===== src/rtl/acc_readout_pkg.sv =====
package acc_readout_pkg;

  typedef enum logic [1:0] {
    KIND_FRAC     = 2'b00,
    KIND_RAW      = 2'b01,
    KIND_SIGNED   = 2'b10,
    KIND_UNSIGNED = 2'b11
  } rdKindE;

  // Strobes from control to datapath
  typedef struct packed {
    logic load;
    logic selFrac16;
    logic selFrac32;
    logic selRaw;
    logic selSigned;
    logic selUnsigned;
    logic roundEn;
    logic satEn;
  } fmtStrobeT;

endpackage


===== src/rtl/acc_readout_round.sv =====
module acc_readout_round #(
  parameter int BASE_W = 40,
  parameter int REM_W  = 8
) (
  input  logic [BASE_W-1:0] base,
  input  logic [REM_W-1:0]  rem,
  input  logic              en,
  output logic [BASE_W:0]   sum
);
  localparam logic [REM_W-1:0] HALF = {1'b1, {(REM_W-1){1'b0}}};

  logic bump;

  always_comb begin
    bump = en && ((rem > HALF) || ((rem == HALF) && base[0]));
    sum  = {base[BASE_W-1], base} + {{BASE_W{1'b0}}, bump};
  end
endmodule


===== src/rtl/acc_readout_ctrl.sv =====
module acc_readout_ctrl
  import acc_readout_pkg::*;
(
  input  logic      clk,
  input  logic      rstN,
  input  logic      rdReq,
  input  rdKindE    kind,
  input  logic      ctlSu,
  input  logic      ctlRound,
  input  logic      ctlSat,
  output fmtStrobeT strb,
  output logic      rdValid
);

  always_comb begin
    strb      = '0;
    strb.load = rdReq;
    unique case (kind)
      KIND_FRAC: begin
        strb.selFrac16 = ctlSu;
        strb.selFrac32 = !ctlSu;
        strb.roundEn   = ctlRound && !ctlSu;
        strb.satEn     = ctlSat;
      end
      KIND_RAW:      strb.selRaw      = 1'b1;
      KIND_SIGNED:   strb.selSigned   = 1'b1;
      KIND_UNSIGNED: strb.selUnsigned = 1'b1;
      default:       strb.selRaw      = 1'b1;
    endcase
  end

  always_ff @(posedge clk) begin
    if (!rstN) rdValid <= 1'b0;
    else       rdValid <= rdReq;
  end


  valid_follows_req_chk: assert property (@(posedge clk) disable iff (!rstN)
    rdReq |=> rdValid);


  valid_only_after_req_chk: assert property (@(posedge clk) disable iff (!rstN)
    !rdReq |=> !rdValid);


  one_path_chk: assert property (@(posedge clk) disable iff (!rstN)
    $onehot0({strb.selFrac16, strb.selFrac32, strb.selRaw, strb.selSigned, strb.selUnsigned}));

endmodule


===== src/rtl/acc_readout_dpath.sv =====
module acc_readout_dpath
  import acc_readout_pkg::*;
#(
  parameter int ACC_W      = 48,
  parameter int OUT_W      = 32,
  parameter int HALF_W     = 16,
  parameter int FINE_SHIFT = 8,
  parameter int HALF_SHIFT = 24
) (
  input  logic             clk,
  input  logic             rstN,
  input  fmtStrobeT        strb,
  input  logic [ACC_W-1:0] accIn,
  output logic [OUT_W-1:0] dataQ
);
  localparam int FINE_BASE_W = ACC_W - FINE_SHIFT;
  localparam int HALF_BASE_W = ACC_W - HALF_SHIFT;
  localparam int PAD_W       = OUT_W - HALF_W;

  localparam logic [OUT_W-1:0]  WORD_MAX = {1'b0, {(OUT_W-1){1'b1}}};
  localparam logic [OUT_W-1:0]  WORD_MIN = {1'b1, {(OUT_W-1){1'b0}}};
  localparam logic [HALF_W-1:0] HALF_MAX = {1'b0, {(HALF_W-1){1'b1}}};
  localparam logic [HALF_W-1:0] HALF_MIN = {1'b1, {(HALF_W-1){1'b0}}};

  logic [FINE_BASE_W:0] fineSum;
  logic [HALF_BASE_W:0] halfSum;
  logic                 fineFits, halfFits, sFits, uFits;
  logic [OUT_W-1:0]     fineWord, signedWord, unsignedWord, nextData;
  logic [HALF_W-1:0]    halfWord;

  // 32-bit fractional path, optional rounding on dropped byte
  acc_readout_round #(.BASE_W(FINE_BASE_W), .REM_W(FINE_SHIFT)) fineRound (
    .base (accIn[ACC_W-1:FINE_SHIFT]),
    .rem  (accIn[FINE_SHIFT-1:0]),
    .en   (strb.roundEn),
    .sum  (fineSum)
  );

  // 16-bit fractional path, rounding always on
  acc_readout_round #(.BASE_W(HALF_BASE_W), .REM_W(HALF_SHIFT)) halfRound (
    .base (accIn[ACC_W-1:HALF_SHIFT]),
    .rem  (accIn[HALF_SHIFT-1:0]),
    .en   (1'b1),
    .sum  (halfSum)
  );

  always_comb begin
    fineFits = (&fineSum[FINE_BASE_W:OUT_W-1]) || !(|fineSum[FINE_BASE_W:OUT_W-1]);
    halfFits = (&halfSum[HALF_BASE_W:HALF_W-1]) || !(|halfSum[HALF_BASE_W:HALF_W-1]);
    sFits    = (&accIn[ACC_W-1:OUT_W-1]) || !(|accIn[ACC_W-1:OUT_W-1]);
    uFits    = !(|accIn[ACC_W-1:OUT_W]);

    if (strb.satEn && !fineFits) fineWord = fineSum[FINE_BASE_W] ? WORD_MIN : WORD_MAX;
    else                         fineWord = fineSum[OUT_W-1:0];

    if (strb.satEn && !halfFits) halfWord = halfSum[HALF_BASE_W] ? HALF_MIN : HALF_MAX;
    else                         halfWord = halfSum[HALF_W-1:0];

    if (sFits) signedWord = accIn[OUT_W-1:0];
    else       signedWord = accIn[ACC_W-1] ? WORD_MIN : WORD_MAX;

    unsignedWord = uFits ? accIn[OUT_W-1:0] : {OUT_W{1'b1}};

    nextData = accIn[OUT_W-1:0];
    if (strb.selFrac16)   nextData = {{PAD_W{1'b0}}, halfWord};
    if (strb.selFrac32)   nextData = fineWord;
    if (strb.selSigned)   nextData = signedWord;
    if (strb.selUnsigned) nextData = unsignedWord;
  end

  always_ff @(posedge clk) begin
    if (!rstN)          dataQ <= '0;
    else if (strb.load) dataQ <= nextData;
  end


  hold_when_idle_chk: assert property (@(posedge clk) disable iff (!rstN)
    !strb.load |=> $stable(dataQ));


  unsigned_clamp_chk: assert property (@(posedge clk) disable iff (!rstN)
    (strb.load && strb.selUnsigned && (accIn[ACC_W-1:OUT_W] != '0)) |=> (dataQ == {OUT_W{1'b1}}));


  signed_pass_chk: assert property (@(posedge clk) disable iff (!rstN)
    (strb.load && strb.selSigned && sFits) |=> (dataQ == $past(accIn[OUT_W-1:0])));


  half_upper_zero_chk: assert property (@(posedge clk) disable iff (!rstN)
    (strb.load && strb.selFrac16) |=> (dataQ[OUT_W-1:HALF_W] == '0));

endmodule


===== src/rtl/acc_readout_fmt.sv =====
module acc_readout_fmt
  import acc_readout_pkg::*;
#(
  parameter int ACC_W      = 48,
  parameter int OUT_W      = 32,
  parameter int HALF_W     = 16,
  parameter int FINE_SHIFT = 8,
  parameter int HALF_SHIFT = 24
) (
  input  logic             clk,
  input  logic             rstN,
  input  logic             rdReq,
  input  logic [1:0]       rdKind,
  input  logic [ACC_W-1:0] accIn,
  input  logic             ctlSu,
  input  logic             ctlRound,
  input  logic             ctlSat,
  output logic [OUT_W-1:0] rdData,
  output logic             rdValid
);
  fmtStrobeT strb;

  acc_readout_ctrl ctrl (
    .clk      (clk),
    .rstN     (rstN),
    .rdReq    (rdReq),
    .kind     (rdKindE'(rdKind)),
    .ctlSu    (ctlSu),
    .ctlRound (ctlRound),
    .ctlSat   (ctlSat),
    .strb     (strb),
    .rdValid  (rdValid)
  );

  acc_readout_dpath #(
    .ACC_W(ACC_W), .OUT_W(OUT_W), .HALF_W(HALF_W),
    .FINE_SHIFT(FINE_SHIFT), .HALF_SHIFT(HALF_SHIFT)
  ) dpath (
    .clk   (clk),
    .rstN  (rstN),
    .strb  (strb),
    .accIn (accIn),
    .dataQ (rdData)
  );
endmodule


===== config.mk =====
export PLATFORM = sky130hd
export DESIGN_NAME = acc_readout_fmt
export DESIGN_NICKNAME = d
export VERILOG_FILES = /design/src/rtl/acc_readout_pkg.sv /design/src/rtl/acc_readout_round.sv /design/src/rtl/acc_readout_ctrl.sv /design/src/rtl/acc_readout_dpath.sv /design/src/rtl/acc_readout_fmt.sv
export SDC_FILE = /design/constraint.sdc
export NUM_CORES = 1
export LEC_CHECK = 0
export CAP_MARGIN = 30
export CORE_MARGIN = 8
export CORE_UTILIZATION = 45
export DETAILED_ROUTE_END_ITERATION = 8
export DONT_BUFFER_PORTS = 1
export HOLD_SLACK_MARGIN = 0.12
export PLACE_DENSITY = 0.69
export SLEW_MARGIN = 20
export SYNTH_ARGS = -nofsm -noshare
export SYNTH_HDL_FRONTEND = slang
export SYNTH_SLANG_ARGS = --single-unit

===== constraint.sdc =====
create_clock -name clk -period 3.5 [get_ports clk]
set_input_delay 0.175 -clock clk [delete_from_list [all_inputs] [get_ports clk]]
set_output_delay 0.175 -clock clk [all_outputs]
set_load 0.03 [all_outputs]

# ---- Word level (Yosys, flattened, before mapping)
# Cells that the tools add are included.
dict set report totals {
  register_bits 33
  out_inout_bits 33
  word_cells 50
  inputBits 56
}
dict set report classes {
  n_mux 15
  eq_ne 4
  order_cmp 2
  add_sub_neg 2
  n_reduce_logical 25
}
# operator n
set op_table {}
lappend op_table {{$mux W32} 9}
lappend op_table {{$add A40 B2 Y41} 1}
lappend op_table {{$mux W16} 2}
lappend op_table {{$add A24 B2 Y25} 1}
lappend op_table {{$eq A24 B24 Y1 const B} 1}
lappend op_table {{$gt A24 B24 Y1 const B} 1}
lappend op_table {{$reduce_and A10 Y1} 2}
lappend op_table {{$reduce_or A10 Y1} 2}
lappend op_table {{$reduce_and A17 Y1} 1}
lappend op_table {{$reduce_or A17 Y1} 1}
lappend op_table {{$reduce_or A16 Y1} 1}
lappend op_table {{$eq A8 B8 Y1 const B} 1}
lappend op_table {{$gt A8 B8 Y1 const B} 1}
lappend op_table {{$logic_and A1 B1 Y1} 6}
lappend op_table {{$logic_not A1 Y1} 6}
lappend op_table {{$logic_or A1 B1 Y1} 5}
lappend op_table {{$eq A2 B2 Y1 const B} 2}
lappend op_table {{$mux W2} 2}
lappend op_table {{$logic_not A2 Y1} 1}
lappend op_table {{$mux W1} 2}

# ---- Logic depth before layout (Yosys ltp)
dict set report depth {
  depth_word 14
  mapped_depth 16
  mapped_depth_nobuf 14
}

# ---- Modules after synthesis
# A second synthesis with hierarchy kept.
dict set report unflattened {
  hier_cells 504
  hier_area_um2 3689.8
}
# module area_each_um2 n_inst cells_each
set by_module_without_submodules {}
lappend by_module_without_submodules {acc_readout_dpath 2215.9 1 296}
lappend by_module_without_submodules {{acc_readout_round at dpath.fineRound} 848.3 1 120}
lappend by_module_without_submodules {{acc_readout_round at dpath.halfRound} 536.8 1 78}
lappend by_module_without_submodules {acc_readout_ctrl 88.8 1 10}

# ---- Worst setup path after synthesis
# Ideal clock, no wire load.
dict set report synth_timing {
  path_kind {input -> register}
  start {input port rdKind[0]}
  end {register dpath.dataQ[10]}
  arrival_time_ns 3.457
  setup_ns 0.125
  setup_slack_ns -0.082
  cell_stages 14
  path_buffers 0
  cell_sequence {clkinv_1 > nand2_1 > nor2_1 > and4_1 > ha_1 > ha_1 > nand4_1 > nor3_1 > nand4_1 > xor2_1 > or4_4 > o211a_4 > a31o_4 > o41a_1}
}
dict set report synth_between {
  elab_chain_cells 13
}
# item line_no
set synth_rtl {}
lappend synth_rtl {{start: declaration} acc_readout_fmt.sv:13} ;# input logic [1:0] rdKind,
lappend synth_rtl {{$logic_not A2 Y1} acc_readout_ctrl.sv:18} ;# unique case (kind)
lappend synth_rtl {{$mux W2} acc_readout_ctrl.sv:18}
lappend synth_rtl {{$logic_and A1 B1 Y1} acc_readout_round.sv:15} ;# bump = en && ((rem > HALF) || ((rem == HALF) && base[0]));
lappend synth_rtl {{$add A40 B2 Y41} acc_readout_round.sv:16} ;# sum = {base[BASE_W-1], base} + {{BASE_W{1'b0}}, bump};
lappend synth_rtl {{$reduce_or A10 Y1} acc_readout_dpath.sv:48} ;# fineFits = (&fineSum[FINE_BASE_W:OUT_W-1]) || !(|fineSum[FINE_BASE_W:OUT_W-1]);
lappend synth_rtl {{$logic_not A1 Y1} acc_readout_dpath.sv:48}
lappend synth_rtl {{$logic_or A1 B1 Y1} acc_readout_dpath.sv:48}
lappend synth_rtl {{$logic_not A1 Y1} acc_readout_dpath.sv:53} ;# if (strb.satEn && !fineFits) fineWord = fineSum[FINE_BASE_W] ? WORD_MIN : WORD_MAX;
lappend synth_rtl {{$logic_and A1 B1 Y1} acc_readout_dpath.sv:53}
lappend synth_rtl {{$mux W32} acc_readout_dpath.sv:53}
lappend synth_rtl {{$mux W32} acc_readout_dpath.sv:66} ;# if (strb.selFrac32) nextData = fineWord;
lappend synth_rtl {{$mux W32} acc_readout_dpath.sv:67} ;# if (strb.selSigned) nextData = signedWord;
lappend synth_rtl {{$mux W32 (*)} acc_readout_dpath.sv:68} ;# if (strb.selUnsigned) nextData = unsignedWord;
lappend synth_rtl {{end signal: assignment} acc_readout_dpath.sv:73} ;# else if (strb.load) dataQ <= nextData;
lappend synth_rtl {{end: declaration} acc_readout_dpath.sv:14} ;# output logic [OUT_W-1:0] dataQ
# Mark *: on every way between the ends. The rest lies on a longest branch, timed or not.
# A chain may end at the register's enable or synchronous reset.

# ---- Worst setup path after layout
dict set report layout_timing {
  start {input port accIn[0]}
  end {register dpath.dataQ[31]}
}
dict set report layout_between {
  elab_chain_cells 14
}
# item line_no
set layout_rtl {}
lappend layout_rtl {{start: declaration} acc_readout_fmt.sv:14} ;# input logic [ACC_W-1:0] accIn,
lappend layout_rtl {{branches (longest 2 deep; another with $gt A8 B8 Y1)} n/a}
lappend layout_rtl {{$logic_or A1 B1 Y1 (*)} acc_readout_round.sv:15}
lappend layout_rtl {{$logic_and A1 B1 Y1 (*)} acc_readout_round.sv:15}
lappend layout_rtl {{$add A40 B2 Y41 (*)} acc_readout_round.sv:16}
lappend layout_rtl {{$reduce_or A10 Y1} acc_readout_dpath.sv:48}
lappend layout_rtl {{$logic_not A1 Y1} acc_readout_dpath.sv:48}
lappend layout_rtl {{$logic_or A1 B1 Y1} acc_readout_dpath.sv:48}
lappend layout_rtl {{$logic_not A1 Y1} acc_readout_dpath.sv:53}
lappend layout_rtl {{$logic_and A1 B1 Y1} acc_readout_dpath.sv:53}
lappend layout_rtl {{$mux W32 (*)} acc_readout_dpath.sv:53}
lappend layout_rtl {{$mux W32 (*)} acc_readout_dpath.sv:66}
lappend layout_rtl {{$mux W32 (*)} acc_readout_dpath.sv:67}
lappend layout_rtl {{$mux W32 (*)} acc_readout_dpath.sv:68}
# Every way passes the cells marked *.

==> impl_results.md <==
* Biggest area consumer among synthesized cells: dfxtp_1
* Rows at 34
* Count of flip-flops with a built-in enable after synthesis at 0
* Flop pwr share at 0.461
* Routed WL per cell at 25.3 um
* Final antenna-violating net count at 0
* Mapped Nets at 655
* Final Skew at 0 ns
* Overflow after GRT at 0
* CP Capture Type: flop
* Clock network fraction of total power at 0.278
* Top cell by count, worst path: nand4_1
* Worst path bufs/invs at 2
* Peak supply drop at approximately 150 uV
* Cells after Synth at 595
* Htree depth at 2
* Postcts setup bufs at 0
* Register area share after synthesis at 0.163
* Internal cell power at 674 uW
* Top post-synthesis cells by area: dfxtp_1, o21ai_0, xnor2_1, a21oi_1, nor2_1
* Clock slew at reported path FFs at ~0.08 ns
* First-pass GRT wire length at 27500 um
* CP top delay family: simple AND/OR/NAND/NOR gates
* Total GRT Usage at 0.274
* Pins Over Slew Limit at 0
* Later-pin clock latency in the skew report at 0.29 ns
* CP Data Required Time at 3.69 ns
* Routed WL at between 15000 and 20000 um
* Initial Util at 0.465
* Startpoint Class: input pin
* Cell with the most instances after synthesis: o21ai_0
* I/O pin count at 89
* Post-synthesis cell type count at 66
* Arrival time at the worst endpoint at 3.48 ns
* Largest net degree at the start of global routing at 36
* Pleak at 1.46 nW
* Max Root-Sink Buffers at 2
* CTS tree: built
* Max Freq at 303 MHz
* Number of setup violations in the final report at 0
* Number of buffers created by CTS at 5
* Vias at 4846
* Worst path cell trace: nor4_1 -> nand2_1 -> and4_1 -> ha_1 -> ha_2 -> nand4_1 -> nor3_2 -> nand4_1 -> buf_4 -> nor4b_1 -> o22ai_1 -> o211a_4 -> mux2i_1 -> a31oi_1 -> dlygate4sd3_1
* Residual DRC count at 0
* Net Sw Power at 411 uW
* Die Y at approximately 110 um
* CTS Sinks at 33
* Crit path max-delay cell type: dlygate4sd3_1
* P&R area growth vs syn at 8.92%
* Max Cap Viol at 0
* Period utilization at 0.941
* Antenna diode count at 0
* Synth async-reset ratio at 0
* Final Hold Vio Count at 0
* Final min period at 3.30 ns
* Antenna violations before repair at 0
* Share of layout cells above drive strength 1 at 0.109
* Most frequent cells after synthesis: o21ai_0, a21oi_1, nor2_1, nand2_1, clkbuf_1
* Mean area per synthesized cell at slightly below 7 um2
* Die Width at between 100 and 150 um
* Min-delay worst type: input pin to flop
* Sw frac at 0.379
* Vias in the first global route at 4714
* Final hold slack at 0.114 ns
* Number of port buffers at 0
* R2r setup slk at 2.11 ns
* Initial DRT Pass Iterations at 7
* Gpl congestion at ~1.0
* Worst Path Max Fanout at 9
* Total Power at 1.09 mW
* Relative slew slack at 0.424
* Worst setup path class: input pin to flop
* Clock root cell: clkbuf_8
* Final cell count without fillers at 696
* Layout Nets at approximately 650
* Tightest Pin Transition at ~0.86 ns
* Status: complete, no violations
* Drt first-iter violations at 615
* Comb pwr share at 0.262
* Final worst setup slack at a little over 0.2 ns
* Slowest stage delay, CP at 0.57 ns
* Post-placement worst setup slack at -0.0856 ns
* Dpl cells at 670
* Flops & latches, synth at 33
* Core Region at 8720 um2
* Fill cell count at 924
* Yosys warns at 0
* Die area at 12300 um2
* Main synth FF type: dfxtp_1
* Synthesized area at 4050 um2
* RSZ-0062 raised after global routing: no
* PwrDens at 246 nW/um2
* Top cell type's share of synthesized area at 0.163
* Drt via density at 6.96
* Dpl hpwl at 13000 um
flip-flops by register name (all words and copies together) (netlist names):
name,flops
ctrl.rdValid,1
dpath.dataQ,32
metal layers:
layer	up-vias	part of all wire	track usage
met4	0	0.024	0.0829
met5	-	0	0
li1	2211	-	-
met3	33	0.13	0.103
met2	306	0.44	0.419
met1	2296	0.41	0.347
stage by stage:
stage / TNS, ns / area, um2 / util
4_1_cts: 0 / 4400 / 0.505
3_3_place_gp: -0.0524 / 4140 / 0.475
2_1_floorplan: 0 / 4060 / -
5_1_grt: 0 / 4410 / 0.506
3_5_place_dp: -0.271 / 4140 / 0.475
6_report: 0 / 4410 / 0.506
final timing paths:
check / from / endpoint / cells after the start
worst max register to register: dpath.dataQ[31] / dpath.dataQ[31] / 3
worst min-delay path: rdKind[1] / dpath.dataQ[29] / 3
worst min register to register: dpath.dataQ[22] / dpath.dataQ[22] / 2
worst max-delay path: accIn[0] / dpath.dataQ[31] / 15
kinds of logic after synthesis:
group,after synthesis,synth area share
DFF,33,0.163
and+or+nand+nor,217,0.280
adders and majority gates,4,0.0123
buffers and inverters,72,0.0750
AOI/OAI and AO/OA,213,0.345
muxes,5,0.0142
xor gates and xnor gates,51,0.110
area by class of cell:
| cell class | count | area [um2] | area share |
|---|---|---|---|
| timing repair buffer | 45 | 383 | 0.0867 |
| clock inverter | 2 | 10.0 | 0.00227 |
| tap | 108 | 135 | 0.0306 |
| multi-input combinational | 490 | 3110 | 0.704 |
| inverter | 12 | 45.0 | 0.0102 |
| sequential | 33 | 661 | 0.150 |
| clock buffer | 6 | 72.6 | 0.0164 |
power groups by stage:
| stage | combinational, mW | sequential, mW | clock (mW) |
|---|---|---|---|
| 2_1_floorplan | 0.236 | 0.499 | 0 |
| 3_3_place_gp | 0.246 | 0.510 | 0 |
| 3_5_place_dp | 0.248 | 0.510 | 0 |
| 4_1_cts | 0.277 | 0.501 | 0.303 |
| 5_1_grt | 0.312 | 0.504 | 0.314 |
| 6_report | 0.284 | 0.500 | 0.301 |
placed cells by master (no fill, tap or decap), types with 5 or more instances in the layout:
cell / count
or2_2: 9
xor2_1: 18
nand4_1: 18
a31oi_1: 6
o211ai_1: 8
inv_1: 11
a22oi_1: 6
a2bb2oi_1: 6
dfxtp_1: 33
xnor2_1: 33
o21ai_0: 67
nor4_1: 14
dlygate4sd3_1: 18
clkbuf_8: 5
o221ai_1: 23
nand2_1: 51
nand3_1: 17
buf_4: 27
nor2_1: 54
nor3_1: 20
a21oi_1: 57
and3_1: 5
tightest hold or removal path: cells and delay by family:
kind	cells	cell delay, ns
compound gates	3	0.19
what timing repair did:
item / in CTS / in global routing
setup endpoints to repair: 0 / 4
endpoints found under the hold margin: 24 / 0
hold buffers: 18 / 0
resized for setup: 0 / 2
Note: power is estimated with default switching activity, not from simulation.
